<file path="src/rtl/dmach_pkg.sv">
package dmach_pkg;
    localparam int DATA_W  = 32;
    localparam int ADDR_W  = 2;
    localparam int VEC_W   = 8;

    localparam int CTL_EN_BIT  = 0;
    localparam int CTL_END_BIT = 1;
    localparam int CTL_IE_BIT  = 2;

    typedef enum logic [ADDR_W-1:0] {
        REG_CTRL = 2'd0,
        REG_CNT  = 2'd1,
        REG_VEC  = 2'd2,
        REG_NONE = 2'd3
    } reg_sel_e;

    typedef struct packed {
        logic ie;
        logic end_flag;
        logic en;
    } ctl_state_t;

    typedef struct packed {
        logic wr_ctl;
        logic wr_cnt;
        logic wr_vec;
        logic rd_ctl;
    } reg_acc_t;

    function automatic reg_acc_t decode_acc(logic [ADDR_W-1:0] addr, logic wr, logic rd);
        reg_acc_t a;
        a.wr_ctl = wr && (addr == REG_CTRL);
        a.wr_cnt = wr && (addr == REG_CNT);
        a.wr_vec = wr && (addr == REG_VEC);
        a.rd_ctl = rd && !wr && (addr == REG_CTRL);
        return a;
    endfunction

    function automatic logic [DATA_W-1:0] ctl_word(ctl_state_t s);
        logic [DATA_W-1:0] w;
        w = '0;
        w[CTL_EN_BIT]  = s.en;
        w[CTL_END_BIT] = s.end_flag;
        w[CTL_IE_BIT]  = s.ie;
        return w;
    endfunction
endpackage

</file>
<file path="src/rtl/dmach_ctl_reg.sv">
module dmach_ctl_reg
    import dmach_pkg::*;
(
    input  logic              clk,
    input  logic              rst,
    input  logic              stby_i,
    input  logic              frz_i,
    input  reg_acc_t          acc_i,
    input  logic [DATA_W-1:0] wdata_i,
    input  logic              last_done_i,
    output ctl_state_t        st_o,
    output logic              armed_o
);
    ctl_state_t st_q;
    logic       armed_q;

    always_ff @(posedge clk) begin
        if (rst || stby_i) begin
            st_q    <= '0;
            armed_q <= 1'b0;
        end else if (!frz_i) begin
            if (acc_i.wr_ctl) begin
                st_q.en <= wdata_i[CTL_EN_BIT];
                st_q.ie <= wdata_i[CTL_IE_BIT];
                armed_q <= 1'b0;
                if (armed_q && !wdata_i[CTL_END_BIT])
                    st_q.end_flag <= 1'b0;
            end else if (acc_i.rd_ctl && st_q.end_flag) begin
                armed_q <= 1'b1;
            end
            if (last_done_i)
                st_q.end_flag <= 1'b1;
        end
    end

    assign st_o    = st_q;
    assign armed_o = armed_q;

    // end flag only falls after an armed clear (or standby)
    p_end_clear_armed_r5: assert property (@(posedge clk) disable iff (rst)
        $fell(st_q.end_flag) |-> ($past(armed_q) || $past(stby_i)));

    // a control write always leaves the clear disarmed
    p_wr_disarms_r6: assert property (@(posedge clk) disable iff (rst)
        (acc_i.wr_ctl && !frz_i) |=> !armed_q);

    // module standby freezes control state
    p_ctl_frozen_r10: assert property (@(posedge clk) disable iff (rst)
        (frz_i && !stby_i) |=> ($stable(st_q) && $stable(armed_q)));
endmodule

</file>
<file path="src/rtl/dmach_counter.sv">
module dmach_counter
    import dmach_pkg::*;
#(
    parameter int CNT_W = 16
) (
    input  logic              clk,
    input  logic              rst,
    input  logic              stby_i,
    input  logic              frz_i,
    input  logic              wr_i,
    input  logic [DATA_W-1:0] wdata_i,
    input  logic              step_i,
    output logic [CNT_W-1:0]  cnt_o,
    output logic              nonzero_o,
    output logic              last_o
);
    localparam logic [CNT_W-1:0] ONE = CNT_W'(1);

    logic [CNT_W-1:0] cnt_q;

    always_ff @(posedge clk) begin
        if (rst || stby_i)
            cnt_q <= '0;
        else if (!frz_i) begin
            if (wr_i)
                cnt_q <= wdata_i[CNT_W-1:0];
            else if (step_i && cnt_q != '0)
                cnt_q <= cnt_q - ONE;
        end
    end

    assign cnt_o     = cnt_q;
    assign nonzero_o = (cnt_q != '0);
    assign last_o    = step_i && !wr_i && !frz_i && (cnt_q == ONE);

    // each accepted step takes exactly one off the count
    p_step_dec_r3: assert property (@(posedge clk) disable iff (rst)
        (step_i && !wr_i && !frz_i && !stby_i) |=> (cnt_q == $past(cnt_q) - ONE));

    // count frozen in module standby
    p_cnt_frozen_r10: assert property (@(posedge clk) disable iff (rst)
        (frz_i && !stby_i) |=> $stable(cnt_q));
endmodule

</file>
<file path="src/rtl/dmach_vector.sv">
module dmach_vector
    import dmach_pkg::*;
(
    input  logic              clk,
    input  logic              rst,
    input  logic              stby_i,
    input  logic              frz_i,
    input  logic              wr_i,
    input  logic [DATA_W-1:0] wdata_i,
    output logic [VEC_W-1:0]  vec_o
);
    logic [VEC_W-1:0] vec_q;

    always_ff @(posedge clk) begin
        if (rst || stby_i)
            vec_q <= '0;
        else if (!frz_i && wr_i)
            vec_q <= wdata_i[VEC_W-1:0];
    end

    assign vec_o = vec_q;

    // a write lands the low byte in the vector
    p_vec_load_r7: assert property (@(posedge clk) disable iff (rst)
        (wr_i && !frz_i && !stby_i) |=> (vec_q == $past(wdata_i[VEC_W-1:0])));
endmodule

</file>
<file path="src/rtl/dma_chan_ctl.sv">
module dma_chan_ctl
    import dmach_pkg::*;
#(
    parameter int CNT_W = 16
) (
    input  logic                      clk,
    input  logic                      rst,
    input  logic                      stby_i,
    input  logic                      mod_stby_i,
    input  logic [dmach_pkg::ADDR_W-1:0] reg_addr,
    input  logic                      reg_wr,
    input  logic                      reg_rd,
    input  logic [dmach_pkg::DATA_W-1:0] reg_wdata,
    output logic [dmach_pkg::DATA_W-1:0] reg_rdata,
    input  logic                      glb_en_i,
    input  logic                      nmi_abort_i,
    input  logic                      addr_err_i,
    input  logic                      mode_req_i,
    input  logic                      req_i,
    input  logic                      done_i,
    output logic                      xfer_act_o,
    output logic                      end_irq_o,
    output logic [dmach_pkg::VEC_W-1:0] vec_o
);
    reg_acc_t         acc;
    ctl_state_t       ctl;
    logic             armed;
    logic [CNT_W-1:0] cnt;
    logic             cnt_nz;
    logic             cnt_last;
    logic             gate_ok;
    logic             step;

    assign acc = decode_acc(reg_addr, reg_wr, reg_rd);

    assign gate_ok = ctl.en && glb_en_i && !ctl.end_flag &&
                     !nmi_abort_i && !addr_err_i && cnt_nz;
    assign step    = gate_ok && done_i;

    dmach_ctl_reg u_ctl (
        .clk        (clk),
        .rst        (rst),
        .stby_i     (stby_i),
        .frz_i      (mod_stby_i),
        .acc_i      (acc),
        .wdata_i    (reg_wdata),
        .last_done_i(cnt_last),
        .st_o       (ctl),
        .armed_o    (armed)
    );

    dmach_counter #(.CNT_W(CNT_W)) u_cnt (
        .clk      (clk),
        .rst      (rst),
        .stby_i   (stby_i),
        .frz_i    (mod_stby_i),
        .wr_i     (acc.wr_cnt),
        .wdata_i  (reg_wdata),
        .step_i   (step),
        .cnt_o    (cnt),
        .nonzero_o(cnt_nz),
        .last_o   (cnt_last)
    );

    dmach_vector u_vec (
        .clk    (clk),
        .rst    (rst),
        .stby_i (stby_i),
        .frz_i  (mod_stby_i),
        .wr_i   (acc.wr_vec),
        .wdata_i(reg_wdata),
        .vec_o  (vec_o)
    );

    assign xfer_act_o = gate_ok && (!mode_req_i || req_i);
    assign end_irq_o  = ctl.end_flag && ctl.ie;

    always_comb begin
        unique case (reg_sel_e'(reg_addr))
            REG_CTRL: reg_rdata = ctl_word(ctl);
            REG_CNT:  reg_rdata = DATA_W'(cnt);
            REG_VEC:  reg_rdata = DATA_W'(vec_o);
            default:  reg_rdata = '0;
        endcase
    end

    // no transfer while any abort or the end flag is up
    p_act_gated_r1: assert property (@(posedge clk) disable iff (rst)
        xfer_act_o |-> (glb_en_i && !nmi_abort_i && !addr_err_i && !end_irq_o));

    // request mode needs a live request
    p_req_gate_r2: assert property (@(posedge clk) disable iff (rst)
        (mode_req_i && !req_i) |-> !xfer_act_o);

    // interrupt only with the enable bit set
    p_irq_en_r8: assert property (@(posedge clk) disable iff (rst)
        end_irq_o |-> reg_sel_e'(2'd0) == REG_CTRL && ctl_word(ctl)[CTL_IE_BIT]);

    // vector upper read bits are zero
    p_vec_upper_r7: assert property (@(posedge clk) disable iff (rst)
        (reg_addr == REG_VEC) |-> (reg_rdata[DATA_W-1:VEC_W] == '0));

    // clearing the enable stops activity next cycle
    p_dis_stops_r4: assert property (@(posedge clk) disable iff (rst)
        (acc.wr_ctl && !mod_stby_i && !reg_wdata[CTL_EN_BIT]) |=> !xfer_act_o);
endmodule

</file>
<file path="config.mk">
export PLATFORM = sky130hd
export DESIGN_NAME = dma_chan_ctl
export DESIGN_NICKNAME = d
export VERILOG_FILES = /design/src/rtl/dmach_pkg.sv /design/src/rtl/dmach_ctl_reg.sv /design/src/rtl/dmach_counter.sv /design/src/rtl/dmach_vector.sv /design/src/rtl/dma_chan_ctl.sv
export SDC_FILE = /design/constraint.sdc
export NUM_CORES = 1
export LEC_CHECK = 0
export ABC_AREA = 1
export BUFFER_PORTS_ARGS = -buffer_cell sky130_fd_sc_hd__buf_2
export CELL_PAD_IN_SITES_DETAIL_PLACEMENT = 0
export CELL_PAD_IN_SITES_GLOBAL_PLACEMENT = 1
export CORE_UTILIZATION = 30
export DETAILED_ROUTE_END_ITERATION = 10
export GPL_ROUTABILITY_DRIVEN = 0
export PLACE_DENSITY = 0.78
export SKIP_LAST_GASP = 1
export SLEW_MARGIN = 20
export SYNTH_ARGS = -nofsm -noshare
export SYNTH_HDL_FRONTEND = slang
export SYNTH_SLANG_ARGS = --single-unit
</file>
<file path="constraint.sdc">
create_clock -name clk -period 1.8 [get_ports clk]
set_input_delay 0.27 -clock clk [delete_from_list [all_inputs] [get_ports clk]]
set_output_delay 0.27 -clock clk [all_outputs]
set_load 0.01 [all_outputs]
</file>
==> results of run 1 <==
==> per-stage QoR <==
step	hold WS [ns]	total power [mW]	cell area (µm²)	setup slack, ns
after floorplan	0.4175	0.8669	2125	0.3121
after global placement	0.4956	0.9256	2372	0.2076
after detailed placement	0.4992	0.9282	2372	0.1784
after CTS	0.2407	1.293	2414	0.04096
after global routing	0.2371	1.363	2416	0.02252
final	0.2342	1.282	2416	0.1360
==> cell families after synthesis <==
| logic type | Yosys count | share of synthesized area, % |
|---|---|---|
| adder cells (fa/ha/maj) | 3 | 1.815 |
| AO/OA/AOI/OAI | 43 | 11.07 |
| flip-flops | 28 | 27.10 |
| XOR/XNOR | 1 | 0.4235 |
| other | 1 | 0.1813 |
| AND/OR/NAND/NOR | 216 | 44.77 |
| buffers and inverters | 58 | 14.64 |
==> layer usage <==
layer | GRT usage, % | vias up
li1 | - | 1173
met1 | 21.29 | 985
met2 | 26.83 | 58
met3 | 1.556 | 5
met4 | 4.622 | 0
met5 | 0 | -
==> state kept, by name (all words and copies together) (netlist names) <==
register and cells:
u_ctl.armed_o 1, u_ctl.st_o 3, u_vec.vec_o 8, u_cnt.cnt_o 16
==> final cells by class <==
cell class                 instances  area, µm²  share of cell area (%)
multi-input combinational        279       1261                   52.20
sequential                        28      563.0                   23.30
tap                               77      96.34                   3.988
inverter                          33      126.4                   5.230
timing repair buffer              62      327.8                   13.57
clock buffer                       3      41.29                   1.709
==> worst max-delay path by stage <==
stage	end	slack (ns)
final	xfer_act_o	0.14
after global routing	xfer_act_o	0.02
after CTS	xfer_act_o	0.04
after detailed placement	u_cnt.cnt_o[14]	0.18
after global placement	u_cnt.cnt_o[8]	0.21
after floorplan	u_cnt.cnt_o[10]	0.31
==> where the power goes <==
part / leakage (nW) / switching, mW / internal, mW
Combinational: 1.09 / 0.180 / 0.0975
Clock: 0.0216 / 0.217 / 0.151
Sequential: 0.227 / 0.00890 / 0.628
Total: 1.34 / 0.405 / 0.876
==> layout by cell type (no fill, tap or decap) <==
cell | netlist | layout
nand3_1 | 26 | 26
inv_2 | 3 | 4
nand2_1 | 107 | 107
o21a_1 | 1 | 1
nor2_8 | 1 | 1
buf_4 | 16 | 7
dfxtp_1 | 28 | 26
nor3_1 | 1 | 1
a21oi_1 | 16 | 16
conb_1 | 1 | 16
o211ai_1 | 3 | 3
nand2_2 | 1 | 1
dfxtp_2 | 0 | 2
inv_1 | 28 | 27
clkbuf_8 | 0 | 3
xor2_1 | 1 | 1
a41oi_1 | 1 | 1
nand3_2 | 1 | 1
nand3b_1 | 4 | 4
o21ai_0 | 19 | 19
nor2_2 | 8 | 8
o21ai_1 | 3 | 3
ha_1 | 3 | 3
buf_2 | 3 | 55
nor2_1 | 64 | 64
nand2_4 | 2 | 2
inv_4 | 1 | 1
clkinv_1 | 1 | 1
nor3_2 | 1 | 1
==> worst max-delay path: stages (launching register included) <==
cell	delay (ns)
dfxtp_2	0.37
inv_2	0.07
ha_1	0.18
nand2_1	0.06
nor2_1	0.04
nand2_1	0.11
nand2_1	0.06
a21oi_1	0.10
buf_2	0.14
==> qor.txt, run 1 <==
Hold buffer count at CTS: 0
Final period util: 92.44%
Worst hold path class: primary input to flop
H-Tree Depth: 1
Wire length on met1: 2790 µm
RSZ-0062 raised after global routing: no
Cell Count, Final, Fillers Out: 482
CTS tree: done
CTS root buffer: clkbuf_8
Setup TNS: 0 ns
Port bufs: 55
Area growth syn-to-layout: 16.82%
Worst reg2reg path depth: 10
Hold path start: reg_wdata[4]
Post-cts sizing count: 0
Ports: 88
Bufs on Longest Clock Path: 2
Max Used Layer: met4
DP Wirelength: 4245 µm
Fin util: 37.20%
Synth warn: 0
Mapped Avg Cell Area: 5.909 µm²
Status: complete, no violations
Routed wl met2: 2549 µm
DRT Pass-1 Iters: 4
Routed length per instance: 11.62 µm
FF-to-FF End: u_cnt.cnt_o[8]
VDD IR max: 268.9 µV
Max-Cap Viols: 0
Distinct cells, synth: 30
Vias per cell: 4.608
Peak Freq: 0.6010 GHz
Total core area: 6495 µm²
Chip width: 85.03 µm
Nets: 456
Commonest cells in the netlist: nand2_1 (107), nor2_1 (64), dfxtp_1 (28), inv_1 (28), nand3_1 (26)
Critical Path Start: u_cnt.cnt_o[1]
Synthesized area: 2068 µm²
Final Slew Violations: 0
Most frequent cell after synthesis: nand2_1
Post-DRT Antenna Nets: 0
Reg2reg start: u_cnt.cnt_o[8]
Final hold vios: 0
Met3 wire length: 194 µm
First-pass GRT wire length: 9232 µm
Worst skew pair latency: 0.28 ns
Flop-to-flop setup slack: 0.23 ns
Pin count of the biggest net entering global routing: 28
Global Route Usage Sum: 15.84%
Vias in the first global route: 1990
Startpoint types: flop
Largest cells by area after synthesis: dfxtp_1 (27%), nand2_1 (19%), nor2_1 (12%)
Iter 0 DRT Violations: 108
CP endpoint kind: primary output
Worst Path Arrival: 1.39 ns
# fillers: 733
Pleak: 1.337 nW
Sequential fraction of the synthesis area: 27.10%
Die ar.: 7230 µm²
CTS clk-pin slew, worst paths: 0.11 ns
Critical-path maximum fanout: 4
Hold Crit Endpoint: u_vec.vec_o[4]
Initial Utilization: 31.84%
CTS Sinks: 28
Pwr dens: 530.5 nW/µm²
Mapped Cells: 350
Worst endpoint required time: 1.53 ns
Initial antenna violation count: 0
Post-synth EDFFs: 0
Placed cell count: 479
DRC violations left: 0
Async S/R FF share, synth: 0%
Die height: 85.03 µm
Min Tclk post-route: 1.664 ns
Grt ovf: 0
Setup Viol. Count Final: 0
Total setup buffers inserted after CTS: 0
CP Class: flop to primary output
Share of layout cells above drive strength 1: 21.23%
N_diodes: 0
Via count: 2221
Hold path cells: 3
Final Skew: 0.007434 ns
Post-synth top area share: 27.10%
Seq cells post-synth: 28
Total CTS buffers: 3
Total Wirelength: 5599 µm
Main synth FF type: dfxtp_1
Num rows: 29
Post-synth top area cell: dfxtp_1
(Power assumes the default switching activity.)
==> run 2, diff against run 1 <==
Settings changed: CORE_UTILIZATION 30 to 31, PLACE_DENSITY 0.78 to 0.77.
==> run 2 against run 1 <==
Compared with the run above: non-clock buffer count grew 1; fmax shrank 0.19%; global-route usage grew 0.33 points; core utilization grew 0.75 points; via count shrank 0.32%; first-iteration DRC count shrank 6.5%; sequential cell count is the same; combinational power is essentially flat; critical path type unchanged; critical endpoint unchanged.
==> qor.txt, run 2 (synthesis results as in run 1) <==
Status: complete, no violations (unchanged)
CTS clk-pin slew, worst paths: 0.10 ns (was 0.11 ns)
Iter 0 DRT Violations: 101 (was 108)
Final Skew: 0.006442 ns (was 0.007434 ns)
Post-DRT Antenna Nets: 0 (unchanged)
CP Class: flop to primary output (unchanged)
Vias per cell: 4.584 (was 4.608)
Ports: 88 (unchanged)
Vias in the first global route: 1986 (was 1990)
Routed length per instance: 11.57 µm (was 11.62 µm)
Worst hold path class: primary input to flop (unchanged)
Top cell by count, worst path: nand2_1 (unchanged)
Startpoint types: flop (unchanged)
Cells along the critical path: inv_2, ha_1, nand2_1, nor2_1, nand2_1, nand2_1, a21oi_1, buf_2 (unchanged)
Crit-path leading delay family: flip-flops (unchanged)
Cell Count, Final, Fillers Out: 483 (was 482)
Final Slew Violations: 0 (unchanged)
Final period util: 92.62% (was 92.44%)
Finished Cell Area: 2424 µm² (was 2416 µm²)
Setup Viol. Count Final: 0 (unchanged)
Total core area: 6386 µm² (was 6495 µm²)
Most common cell after layout, fill and taps aside: nand2_1 (unchanged)
Die ar.: 7002 µm² (was 7230 µm²)
Pin count of the biggest net entering global routing: 28 (unchanged)
Pleak: 1.344 nW (was 1.337 nW)
Placed cell count: 479 (unchanged)
Cell Area, Placed: 2372 µm² (unchanged)
Final worst slack: 0.1328 ns (was 0.1360 ns)
Via count: 2214 (was 2221)
Worst Path Arrival: 1.40 ns (was 1.39 ns)
Routed wl met2: 2509 µm (was 2549 µm)
First-pass GRT wire length: 9321 µm (was 9232 µm)
Critical-path top delay cell: dfxtp_2 (unchanged)
H-Tree Depth: 1 (unchanged)
Fin util: 37.95% (was 37.20%)
N_diodes: 0 (unchanged)
Met3 wire length: 273 µm (was 194 µm)
Global Route Usage Sum: 16.16% (was 15.84%)
Setup TNS: 0 ns (unchanged)
Num rows: 29 (unchanged)
Critical-path maximum fanout: 4 (unchanged)
CP peak stage delay: 0.36 ns (was 0.37 ns)
Worst endpoint required time: 1.53 ns (about the same)
Total Wirelength: 5590 µm (was 5599 µm)
CP endpoint kind: primary output (unchanged)
Initial Utilization: 32.39% (was 31.84%)
Bufs on Longest Clock Path: 2 (unchanged)
WHS: 0.2425 ns (was 0.2342 ns)
Peak Freq: 0.5998 GHz (was 0.6010 GHz)
Max Used Layer: met4 (unchanged)
Port bufs: 55 (unchanged)
Chip width: 83.68 µm (was 85.03 µm)
Pre-CTS setup slack: 0.1492 ns (was 0.1784 ns)
Nets: 457 (was 456)
Worst skew pair latency: 0.28 ns (about the same)
Pwr dens: 524.8 nW/µm² (was 530.5 nW/µm²)
CTS tree: done (unchanged)
Initial antenna violation count: 0 (unchanged)
Total CTS buffers: 3 (unchanged)
CTS Sinks: 28 (unchanged)
Tot Pwr: 1.272 mW (was 1.282 mW)
Max-Cap Viols: 0 (unchanged)
Wire length on met1: 2748 µm (was 2790 µm)
Final hold vios: 0 (unchanged)
DP Wirelength: 4212 µm (was 4245 µm)
RSZ-0062 raised after global routing: no (unchanged)
Min Tclk post-route: 1.667 ns (was 1.664 ns)
Largest register FFs: 16 (unchanged)
Hold buffer count at CTS: 0 (unchanged)
DRT Pass-1 Iters: 4 (unchanged)
Grt ovf: 0 (unchanged)
Area growth syn-to-layout: 17.18% (was 16.82%)
Die height: 83.68 µm (was 85.03 µm)
Commonest non-fill, non-tap cells in the layout: nand2_1 (107), nor2_1 (64), buf_2 (55) (unchanged)
Crit path buf inv count: 2 (unchanged)
VDD IR max: 260.1 µV (was 268.9 µV)
Share of layout cells above drive strength 1: 21.67% (was 21.23%)
DRC violations left: 0 (unchanged)
CTS root buffer: clkbuf_8 (unchanged)
-- run 2: cell count changes in the layout (fill, tap and decap cells not counted) --
cell   change
buf_4      +1
inv_1      -1
inv_2      +1
-- run 2: path summary, 6_finish.rpt --
kind	startpoint	endpoint	slack [ns]	cells past startpoint
max	u_cnt.cnt_o[1]	xfer_act_o	0.13	8
min	reg_wdata[6]	u_vec.vec_o[6]	0.24	3
max reg2reg	u_cnt.cnt_o[8]	u_cnt.cnt_o[8]	0.23	10
min reg2reg	u_vec.vec_o[3]	u_vec.vec_o[3]	0.50	2
-- run 2: worst register-to-register path, delay by kind of cell, from the launching register on --
kind | cells | cell delay (ns)
DFF | 1 | 0.36
and+or+nand+nor | 10 | 1.12
-- run 2: power by group --
part | internal, mW | switching, mW
Clock | 0.151 | 0.205
Sequential | 0.628 | 0.00877
Combinational | 0.0989 | 0.181
-- run 2: metal layers --
layer  GRT usage (%)  vias up
met4           4.160        0
met5               0        -
met2           26.76       60
met3           1.780        5
li1                -     1178
met1           22.30      971
-- run 2: what timing repair did --
item / 4_1_cts / 5_1_grt
setup buffers: 0 / 1
setup endpoints to repair: 0 / 3
resized for setup: 0 / 4
-- run 2: layout make-up --
cell class                      instances  area, µm²
Multi-Input combinational cell        279       1261
Sequential cell                        28      563.0
Inverter                               33      126.4
Clock buffer                            3      41.29
Tap cell                               77      96.34
Timing Repair Buffer                   63      335.3
Fill cell                             732       3963
